<file path="config.mk">
export PLATFORM = sky130hd
export DESIGN_NAME = stseq_top
export DESIGN_NICKNAME = d
export VERILOG_FILES = /design/src/rtl/stseq_pkg.sv /design/src/rtl/stseq_sync.sv /design/src/rtl/stseq_ctrl.sv /design/src/rtl/stseq_dpath.sv /design/src/rtl/stseq_top.sv
export SDC_FILE = /design/constraint.sdc
export NUM_CORES = 1
export LEC_CHECK = 0
export CELL_PAD_IN_SITES_DETAIL_PLACEMENT = 1
export CELL_PAD_IN_SITES_GLOBAL_PLACEMENT = 2
export CORE_UTILIZATION = 35
export CTS_CLUSTER_DIAMETER = 50
export DETAILED_ROUTE_END_ITERATION = 10
export DONT_BUFFER_PORTS = 1
export PLACE_DENSITY = 0.82
export SETUP_SLACK_MARGIN = 0.3
export SLEW_MARGIN = 0
export SYNTH_ARGS = -nofsm -noshare
export SYNTH_HDL_FRONTEND = slang
export SYNTH_SLANG_ARGS = --single-unit
</file>
<file path="constraint.sdc">
create_clock -name clk -period 2.2 [get_ports clk]
set_clock_uncertainty 0.2 [all_clocks]
set_input_delay 0.44 -clock clk [delete_from_list [all_inputs] [get_ports clk]]
set_output_delay 0.44 -clock clk [all_outputs]
set_load 0.01 [all_outputs]
</file>
<file path="src/rtl/stseq_pkg.sv">
package stseq_pkg;

  // Test clock at which reset and clock are handed to the next device.
  localparam int HANDOFF_CLK = 9;
  localparam int CNT_W = $clog2(HANDOFF_CLK + 1);

  typedef enum logic [1:0] {
    DLY_NORMAL = 2'b00,
    DLY_FAST8  = 2'b01,
    DLY_FAST32 = 2'b10
  } dly_sel_e;

  typedef struct packed {
    logic             idle;
    logic             clkLvl;
    logic             caoSet;
    logic             caoClr;
    logic             chainNext;
    logic [CNT_W-1:0] countNext;
  } ctrl_strobe_t;

endpackage

</file>
<file path="src/rtl/stseq_sync.sv">
module stseq_sync #(
  parameter int              WIDTH   = 3,
  parameter int              STAGES  = 2,
  parameter logic [WIDTH-1:0] RST_VAL = '0
) (
  input  logic             clk,
  input  logic             rst_n,
  input  logic [WIDTH-1:0] asyncIn,
  output logic [WIDTH-1:0] syncOut
);

  logic [WIDTH-1:0] stage [STAGES];

  always_ff @(posedge clk or negedge rst_n) begin
    if (!rst_n) stage[0] <= RST_VAL;
    else        stage[0] <= asyncIn;
  end

  generate
    for (genvar s = 1; s < STAGES; s++) begin : g_stage
      always_ff @(posedge clk or negedge rst_n) begin
        if (!rst_n) stage[s] <= RST_VAL;
        else        stage[s] <= stage[s-1];
      end
    end
  endgenerate

  assign syncOut = stage[STAGES-1];

endmodule

</file>
<file path="src/rtl/stseq_ctrl.sv">
module stseq_ctrl
  import stseq_pkg::*;
(
  input  logic         clk,
  input  logic         rst_n,
  input  logic         startLvl,
  input  logic         clkLvl,
  input  logic         actLvl,
  output ctrl_strobe_t strobe
);

  localparam logic [CNT_W-1:0] SAT_CNT   = CNT_W'(HANDOFF_CLK);
  localparam logic [CNT_W-1:0] LAST_OWN  = CNT_W'(HANDOFF_CLK - 1);

  logic [CNT_W-1:0] count;
  logic             chainPhase;
  logic             clkPrev;
  logic             clkRise, clkFall;
  logic             idle;
  logic [CNT_W-1:0] countNext;
  logic             chainNext;

  always_comb begin
    idle      = startLvl;
    clkRise   = clkLvl & ~clkPrev;
    clkFall   = ~clkLvl & clkPrev;
    countNext = count;
    if (idle)                             countNext = '0;
    else if (clkRise && count < SAT_CNT)  countNext = count + 1'b1;
    chainNext = ~idle & (chainPhase | (clkFall && count == LAST_OWN));
  end

  always_ff @(posedge clk or negedge rst_n) begin
    if (!rst_n) begin
      count      <= '0;
      chainPhase <= 1'b0;
      clkPrev    <= 1'b0;
    end else begin
      count      <= countNext;
      chainPhase <= chainNext;
      clkPrev    <= clkLvl;
    end
  end

  always_comb begin
    strobe.idle      = idle;
    strobe.clkLvl    = clkLvl;
    strobe.chainNext = chainNext;
    strobe.countNext = countNext;
    strobe.caoSet    = ~idle & clkRise &
                       (chainPhase ? actLvl : (count == '0));
    strobe.caoClr    = idle |
                       (chainPhase ? ~actLvl : (clkFall && count == LAST_OWN));
  end

  AST_CNT_SAT: assert property (@(posedge clk) disable iff (!rst_n)
    count <= SAT_CNT);

  AST_CNT_STEP: assert property (@(posedge clk) disable iff (!rst_n)
    (count != $past(count)) |-> (count == '0 || count == $past(count) + 1'b1));

  AST_CHAIN_STICKY: assert property (@(posedge clk) disable iff (!rst_n)
    chainPhase |=> (chainPhase || $past(idle)));

  AST_SET_CLR_EXCL: assert property (@(posedge clk) disable iff (!rst_n)
    !(strobe.caoSet && strobe.caoClr));

endmodule

</file>
<file path="src/rtl/stseq_dpath.sv">
module stseq_dpath
  import stseq_pkg::*;
#(
  parameter int NUM_CUR_EN     = 5,
  parameter int FAST8_LAST_CLK = 6
) (
  input  logic                  clk,
  input  logic                  rst_n,
  input  ctrl_strobe_t          strobe,
  output logic                  resetOut,
  output logic                  clkOut,
  output logic                  activeOut,
  output logic [NUM_CUR_EN-1:0] cellCurEn,
  output dly_sel_e              delaySel
);

  logic [NUM_CUR_EN-1:0] enNext;
  dly_sel_e              dlyNext;

  generate
    for (genvar i = 0; i < NUM_CUR_EN; i++) begin : g_en
      assign enNext[i] = ~strobe.idle & strobe.clkLvl &
                         (strobe.countNext == CNT_W'(i + 1));
    end
  endgenerate

  always_comb begin
    if (strobe.idle || strobe.chainNext)
      dlyNext = DLY_NORMAL;
    else if (strobe.countNext >= CNT_W'(1) && strobe.countNext <= CNT_W'(FAST8_LAST_CLK))
      dlyNext = DLY_FAST8;
    else
      dlyNext = DLY_FAST32;
  end

  always_ff @(posedge clk or negedge rst_n) begin
    if (!rst_n) begin
      resetOut  <= 1'b1;
      clkOut    <= 1'b1;
      activeOut <= 1'b0;
      cellCurEn <= '0;
      delaySel  <= DLY_NORMAL;
    end else if (strobe.idle) begin
      resetOut  <= 1'b1;
      clkOut    <= 1'b1;
      activeOut <= 1'b0;
      cellCurEn <= '0;
      delaySel  <= DLY_NORMAL;
    end else begin
      resetOut  <= ~strobe.chainNext;
      clkOut    <= strobe.chainNext & strobe.clkLvl;
      if (strobe.caoClr)      activeOut <= 1'b0;
      else if (strobe.caoSet) activeOut <= 1'b1;
      cellCurEn <= enNext;
      delaySel  <= dlyNext;
    end
  end

  AST_EN_ONEHOT: assert property (@(posedge clk) disable iff (!rst_n)
    $onehot0(cellCurEn));

  AST_IDLE_OUTS: assert property (@(posedge clk) disable iff (!rst_n)
    strobe.idle |=> (resetOut && clkOut && !activeOut && cellCurEn == '0));

  AST_EN_IN_FAST8: assert property (@(posedge clk) disable iff (!rst_n)
    (cellCurEn != '0) |-> (delaySel == DLY_FAST8));

  AST_HANDOFF_NORMAL: assert property (@(posedge clk) disable iff (!rst_n)
    !resetOut |-> (delaySel == DLY_NORMAL && cellCurEn == '0));

  AST_CLKOUT_AFTER_HANDOFF: assert property (@(posedge clk) disable iff (!rst_n)
    (resetOut && !$past(strobe.idle) && !strobe.idle) |-> !clkOut);

endmodule

</file>
<file path="src/rtl/stseq_top.sv">
module stseq_top
  import stseq_pkg::*;
#(
  parameter int SYNC_STAGES    = 2,
  parameter int NUM_CUR_EN     = 5,
  parameter int FAST8_LAST_CLK = 6
) (
  input  logic                  clk,
  input  logic                  rst_n,
  input  logic                  testStartN,
  input  logic                  testClkIn,
  input  logic                  activeIn,
  output logic                  resetOut,
  output logic                  clkOut,
  output logic                  activeOut,
  output logic [NUM_CUR_EN-1:0] cellCurEn,
  output logic [1:0]            delaySel
);

  logic [2:0]   syncLvl;
  ctrl_strobe_t strobe;
  dly_sel_e     dlySel;

  stseq_sync #(
    .WIDTH  (3),
    .STAGES (SYNC_STAGES),
    .RST_VAL(3'b001)
  ) u_sync (
    .clk    (clk),
    .rst_n  (rst_n),
    .asyncIn({activeIn, testClkIn, testStartN}),
    .syncOut(syncLvl)
  );

  stseq_ctrl u_ctrl (
    .clk     (clk),
    .rst_n   (rst_n),
    .startLvl(syncLvl[0]),
    .clkLvl  (syncLvl[1]),
    .actLvl  (syncLvl[2]),
    .strobe  (strobe)
  );

  stseq_dpath #(
    .NUM_CUR_EN    (NUM_CUR_EN),
    .FAST8_LAST_CLK(FAST8_LAST_CLK)
  ) u_dpath (
    .clk      (clk),
    .rst_n    (rst_n),
    .strobe   (strobe),
    .resetOut (resetOut),
    .clkOut   (clkOut),
    .activeOut(activeOut),
    .cellCurEn(cellCurEn),
    .delaySel (dlySel)
  );

  assign delaySel = dlySel;

endmodule

</file>
# [Yosys cells after proc, flatten, opt, wreduce, memory -nomap -nowiden]
# Cells that the tools add are included.
[totals] latch_bits=0 ramBits=0 rom_bits=0 regBits=22 n_memories=0
[classes] n_reduce_logical=6 magnitude_cmp=3 bitwise_logic=19 n_div=0 n_eq_ne=6 addsub=1 shift=0 mux=13 multipliers=0
[op_table] op="1-bit bitwise AND" count=12
[op_table] op="4-bit by 2-bit equality test with 1-bit output (second input constant)" count=2
[op_table] op="4-bit by 3-bit equality test with 1-bit output (second input constant)" count=2
[op_table] op="4-bit two-way mux" count=2
[op_table] op="1-bit two-way mux" count=7
[op_table] op="2-bit two-way mux" count=3
[op_table] op="5-bit two-way mux" count=1
[op_table] op="1-bit inverter" count=5
[op_table] op="4-bit by 1-bit adder with 4-bit output (second input constant)" count=1
[op_table] op="4-bit by 1-bit equality test with 1-bit output (second input constant)" count=1
[op_table] op="4-bit equality test (second input constant)" count=1
[op_table] op="4-bit by 1-bit greater-or-equal comparator with 1-bit output (second input constant)" count=1
[op_table] op="4-bit by 3-bit <= comparator with 1-bit output (second input constant)" count=1
[op_table] op="4-bit logical NOT" count=1
[op_table] op="4-bit < comparator (second input constant)" count=1
[op_table] op="1-bit logical AND" count=3
[op_table] op="3-bit nonzero test" count=1
[op_table] op="1-bit bitwise OR" count=2
[op_table] op="1-bit logical OR" count=1

# [Logic depth before layout (Yosys ltp)]
[logic_depth] depth_word=10 depth_mapped=7 ltp_nobuf=7

# [By module]
# A second synthesis with hierarchy kept.
[hier_totals] hier_cells=76 area_unflattened_um2=933.4
[by_module_without_submodules] module="stseq_ctrl" area_per_inst_um2=381.6 cells_per_inst=38 instances=1
[by_module_without_submodules] module="stseq_dpath" area_per_inst_um2=376.6 cells_per_inst=29 instances=1
[by_module_without_submodules] module="stseq_sync" area_per_inst_um2=175.2 cells_per_inst=9 instances=1

# [Least setup slack after synthesis]
# Ideal clock, no wire load.
[synth_path] path_kind="reg-to-reg" startpoint="register u_ctrl.count[0]" endpoint="register u_dpath.delaySel[0]" path_slack_ns=0.076 t_arrival_ns=1.798 n_path_buf=0 path_stages_with_launch=7 cell_sequence="dfrtp_1 > ha_1 > and3b_1 > nor2b_1 > a21o_1 > or4_1 > o311a_1"
[synth_via] elab_chain_cells=9 elab_cells_between_ends=16
[synth_lines] element="start: declaration" line="stseq_ctrl.sv:15" source="logic [CNT_W-1:0] count;"
[synth_lines] element="start signal: assignment" line="stseq_ctrl.sv:39" source="count <= countNext;"
[synth_lines] element="4-bit < comparator" line="stseq_ctrl.sv:29" source="else if (clkRise && count < SAT_CNT) countNext = count + 1'b1;"
[synth_lines] element="1-bit logical AND" line="stseq_ctrl.sv:29"
[synth_lines] element="4-bit two-way mux" line="stseq_ctrl.sv:29"
[synth_lines] element="4-bit two-way mux" line="stseq_ctrl.sv:28" source="if (idle) countNext = '0;"
[synth_lines] element="4-bit by 1-bit greater-or-equal comparator with 1-bit output / 4-bit by 3-bit <= comparator with 1-bit output (equally long branches)" line="stseq_dpath.sv:30" source="else if (strobe.countNext >= CNT_W'(1) && strobe.countNext <= CNT_W'(FAST8_LAST_CLK))"
[synth_lines] element="1-bit logical AND" line="stseq_dpath.sv:30"
[synth_lines] element="2-bit two-way mux" line="stseq_dpath.sv:30"
[synth_lines] element="2-bit two-way mux *" line="stseq_dpath.sv:28" source="if (strobe.idle || strobe.chainNext)"
[synth_lines] element="2-bit two-way mux *" line="stseq_dpath.sv:43" source="end else if (strobe.idle) begin"
[synth_lines] element="end signal: assignment" line="stseq_dpath.sv:55" source="delaySel <= dlyNext;"
[synth_lines] element="end: declaration" line="stseq_dpath.sv:14" source="output dly_sel_e delaySel"
# Every way passes the cells marked *; elsewhere a longest branch is shown, timed or not.
# A chain may end at the register's enable or synchronous reset.

# [Worst setup path in the final report]
[layout_path] startpoint="register u_ctrl.count[1]" endpoint="register u_dpath.delaySel[0]"
# Same word-level chain as after synthesis.

==> impl_metrics.tcl <==
set metrics [dict create \
    grt_pass1_wl_mm 3.75 \
    viasPerCell 5.53 \
    ys_ff_latch 22 \
    cts_buffers 3 \
    fin_cells 133 \
    async_flop_share_pct 100 \
    synth_top_family_by_area "simple AND/OR/NAND/NOR gates" \
    leakagePower_nw 0.579 \
    drc 0 \
    grt_start_max_net_pins 23 \
    clock_path_buffers 2 \
    syn-num-nets 90 \
    drive_gt1_share_pct 41.7 \
    period_needed_ns 2.10 \
    cts_sinks 22 \
    syn_inst 82 \
    dr_total_vias 736 \
    fp.dieW_um 54.7 \
    antenna_cells 0 \
    dpl.cell_count 114 \
    grt_setup_unrepaired "yes" \
    synth_seq_area_share_pct 57.1 \
    hold-worst-slack_ns 0.166 \
    grt.overflow.total 0 \
    layout_common_cells "dfrtp_1, buf_4, nand2_1" \
    r2r_slack_ns 0.1 \
    cts_tree "yes" \
    final_nets 112 \
    total_power_mw 0.859 \
    finalSetupViolations 0 \
    nFillCells 275 \
    drt-initial-drc-count 17 \
    end_kind "register" \
    maxSlewHeadroom_pct 36.6 \
    synth.cell_area_um2 972 \
    pre_cts_ws_ns 0.0915 \
    finalSetupTns_ns 0 \
    portBuffers 0 \
    core_area_um2 2540 \
    yosys.area_share.adder_pct 3.86 \
    die_h_um 54.7 \
    synthFlopType "dfrtp_1" \
    grt_use_total_pct 18.6 \
    synthSimpleGateAreaFrac_pct 18.9 \
    syn_to_final_growth_pct 32.3 \
    clock-root-buffer "clkbuf_4" \
    clk_latency_ns 0.31 \
    hold_path_class "register to register" \
    row_count 18 \
    multi_input_area_um2 450 \
    final_common_cell "dfrtp_1" \
    h-tree-depth 1 \
    ir_drop_uv 650 \
    worstPathRequired_ns 2.21 \
    post_synth.cell_area_avg_um2 11.9 \
    synth_compound_area_share_pct 12.7 \
    fin_crit_sh_pct 95.6 \
    firstDrtPassIters 4 \
    ys_warn_count 0 \
    path_max_fanout 4 \
    place.gp.congestion 0.809 \
    synth_cell_type_count 34 \
    cts.clk_slew.worst_paths_ns 0.13 \
    p_per_area_nw_per_um2 668 \
    crit_type "register to register" \
    ios 15 \
    die_area_um2 2990 \
    timing.final.ws_setup_ns 0.0959 \
    wl_mm 2.51 \
    ant_nets 0 \
    hpwl_mm 1.47 \
    seq_area_um2 558 \
    slew_viol_final 0 \
    worst_pin_slew_ns 0.947 \
    status "complete, no violations" \
    startpoint_type "register" \
    antenna_found_initial 0 \
    synthXorXnorAreaFrac_pct 0.901 \
    grt_pass1_vias 789 \
    detail_route.wl_per_cell_um 18.9 \
    synth_mux_area_share_pct 3.22 \
    cap_violations 0 \
    fmax_mhz 475 \
    arrival_ns 2.11 \
    synth_edf_count 0 \
    hold_viol 0 \
    start_util_pct 38.2 \
]
final timing paths:
kind,startpoint,endpoint,cells past startpoint
max,u_ctrl.count[1]$_DFF_PN0_,u_dpath.delaySel[0]$_DFF_PN0_,6
max in group asynchronous,rst_n,u_ctrl.count[0]$_DFF_PN0_,1
max reg2reg,u_ctrl.count[1]$_DFF_PN0_,u_dpath.delaySel[0]$_DFF_PN0_,6
min,u_sync.stage[3]$_DFF_PN1_,u_sync.syncOut[0]$_DFF_PN1_,0
min reg2reg,u_sync.stage[3]$_DFF_PN1_,u_sync.syncOut[0]$_DFF_PN1_,0
min in group asynchronous,rst_n,u_dpath.cellCurEn[1]$_DFF_PN0_,1
state kept, by name, indices dropped and copies added, names as in the netlist:
register	cells
u_dpath.cellCurEn	5
u_sync.stage	3
u_ctrl.count	4
u_dpath.clkOut	1
u_dpath.resetOut	1
u_ctrl.chainPhase	1
u_dpath.delaySel	2
u_sync.syncOut	3
u_dpath.activeOut	1
u_ctrl.clkPrev	1
timing repair:
| action | 4_1_cts | 5_1_grt |
|---|---|---|
| setup buffers | 9 | 2 |
| hold endpoints to repair | 25 | 0 |
| resized for setup | 4 | 10 |
| cloned | 0 | 0 |
| pin swaps | 3 | 7 |
| hold buffers | 4 | 0 |
| setup endpoints to repair | 7 | 7 |
cell type report:
| cell class | count | share of cell area, % |
|---|---|---|
| clock buffers | 3 | 1.75 |
| clock inverters | 1 | 2.33 |
| inverters | 6 | 2.14 |
| multi-input cells | 52 | 35.0 |
| flip-flops and latches | 22 | 43.4 |
| well taps | 30 | 2.92 |
| repair buffers | 19 | 12.5 |
cell usage after synthesis, drive strengths merged (2+ instances only):
cell	instances	area [µm²]
ha	3	37.5
nand2b	4	32.5
nand4	2	12.5
a21oi	4	20.0
mux2i	2	20.0
inv	6	22.5
nor2b	2	12.5
nor3	5	25.0
nor2	4	15.0
nor3b	2	15.0
nand2	5	18.8
dfstp	4	105
dfrtp	18	450
and3b	2	17.5
critical path, stage by stage, from the launching register on:
cell     delay [ns]
dfrtp_2        0.48
ha_2           0.20
and3b_2        0.23
nor2b_4        0.13
a21o_1         0.21
or4_4          0.42
o311a_1        0.12
power breakdown:
part           internal, mW  switching, mW  leakage (nW)
registers             0.423         0.0172         0.275
clock network         0.184          0.123        0.0279
logic                0.0554         0.0571         0.276
layer usage:
layer	routed length, µm	vias to the layer above	part of all wire [%]	GRT usage [%]
met3	60	4	2.4	3.06
met4	38	0	1.5	8.12
li1	-	333	-	-
met1	1060	386	42	21.9
met5	0	-	0	0
met2	1350	13	54	32.9
cells by family after synthesis:
kind of cell             after synthesis
flip-flops                            22
AND/OR/NAND/NOR                       30
multiplexers                           3
adder cells (fa/ha/maj)                3
AO/OA/AOI/OAI                         15
XOR/XNOR                               1
buffers and inverters                  8
metrics by stage:
| stage | area [µm²] | utilization (%) |
|---|---|---|
| after global routing | 1290 | 50.5 |
| after floorplan | 997 | - |
| final | 1290 | 50.5 |
| after detailed placement | 1060 | 41.5 |
| after CTS | 1220 | 48.1 |
| after global placement | 1060 | 41.5 |
Power figures use the tool's default switching activity.
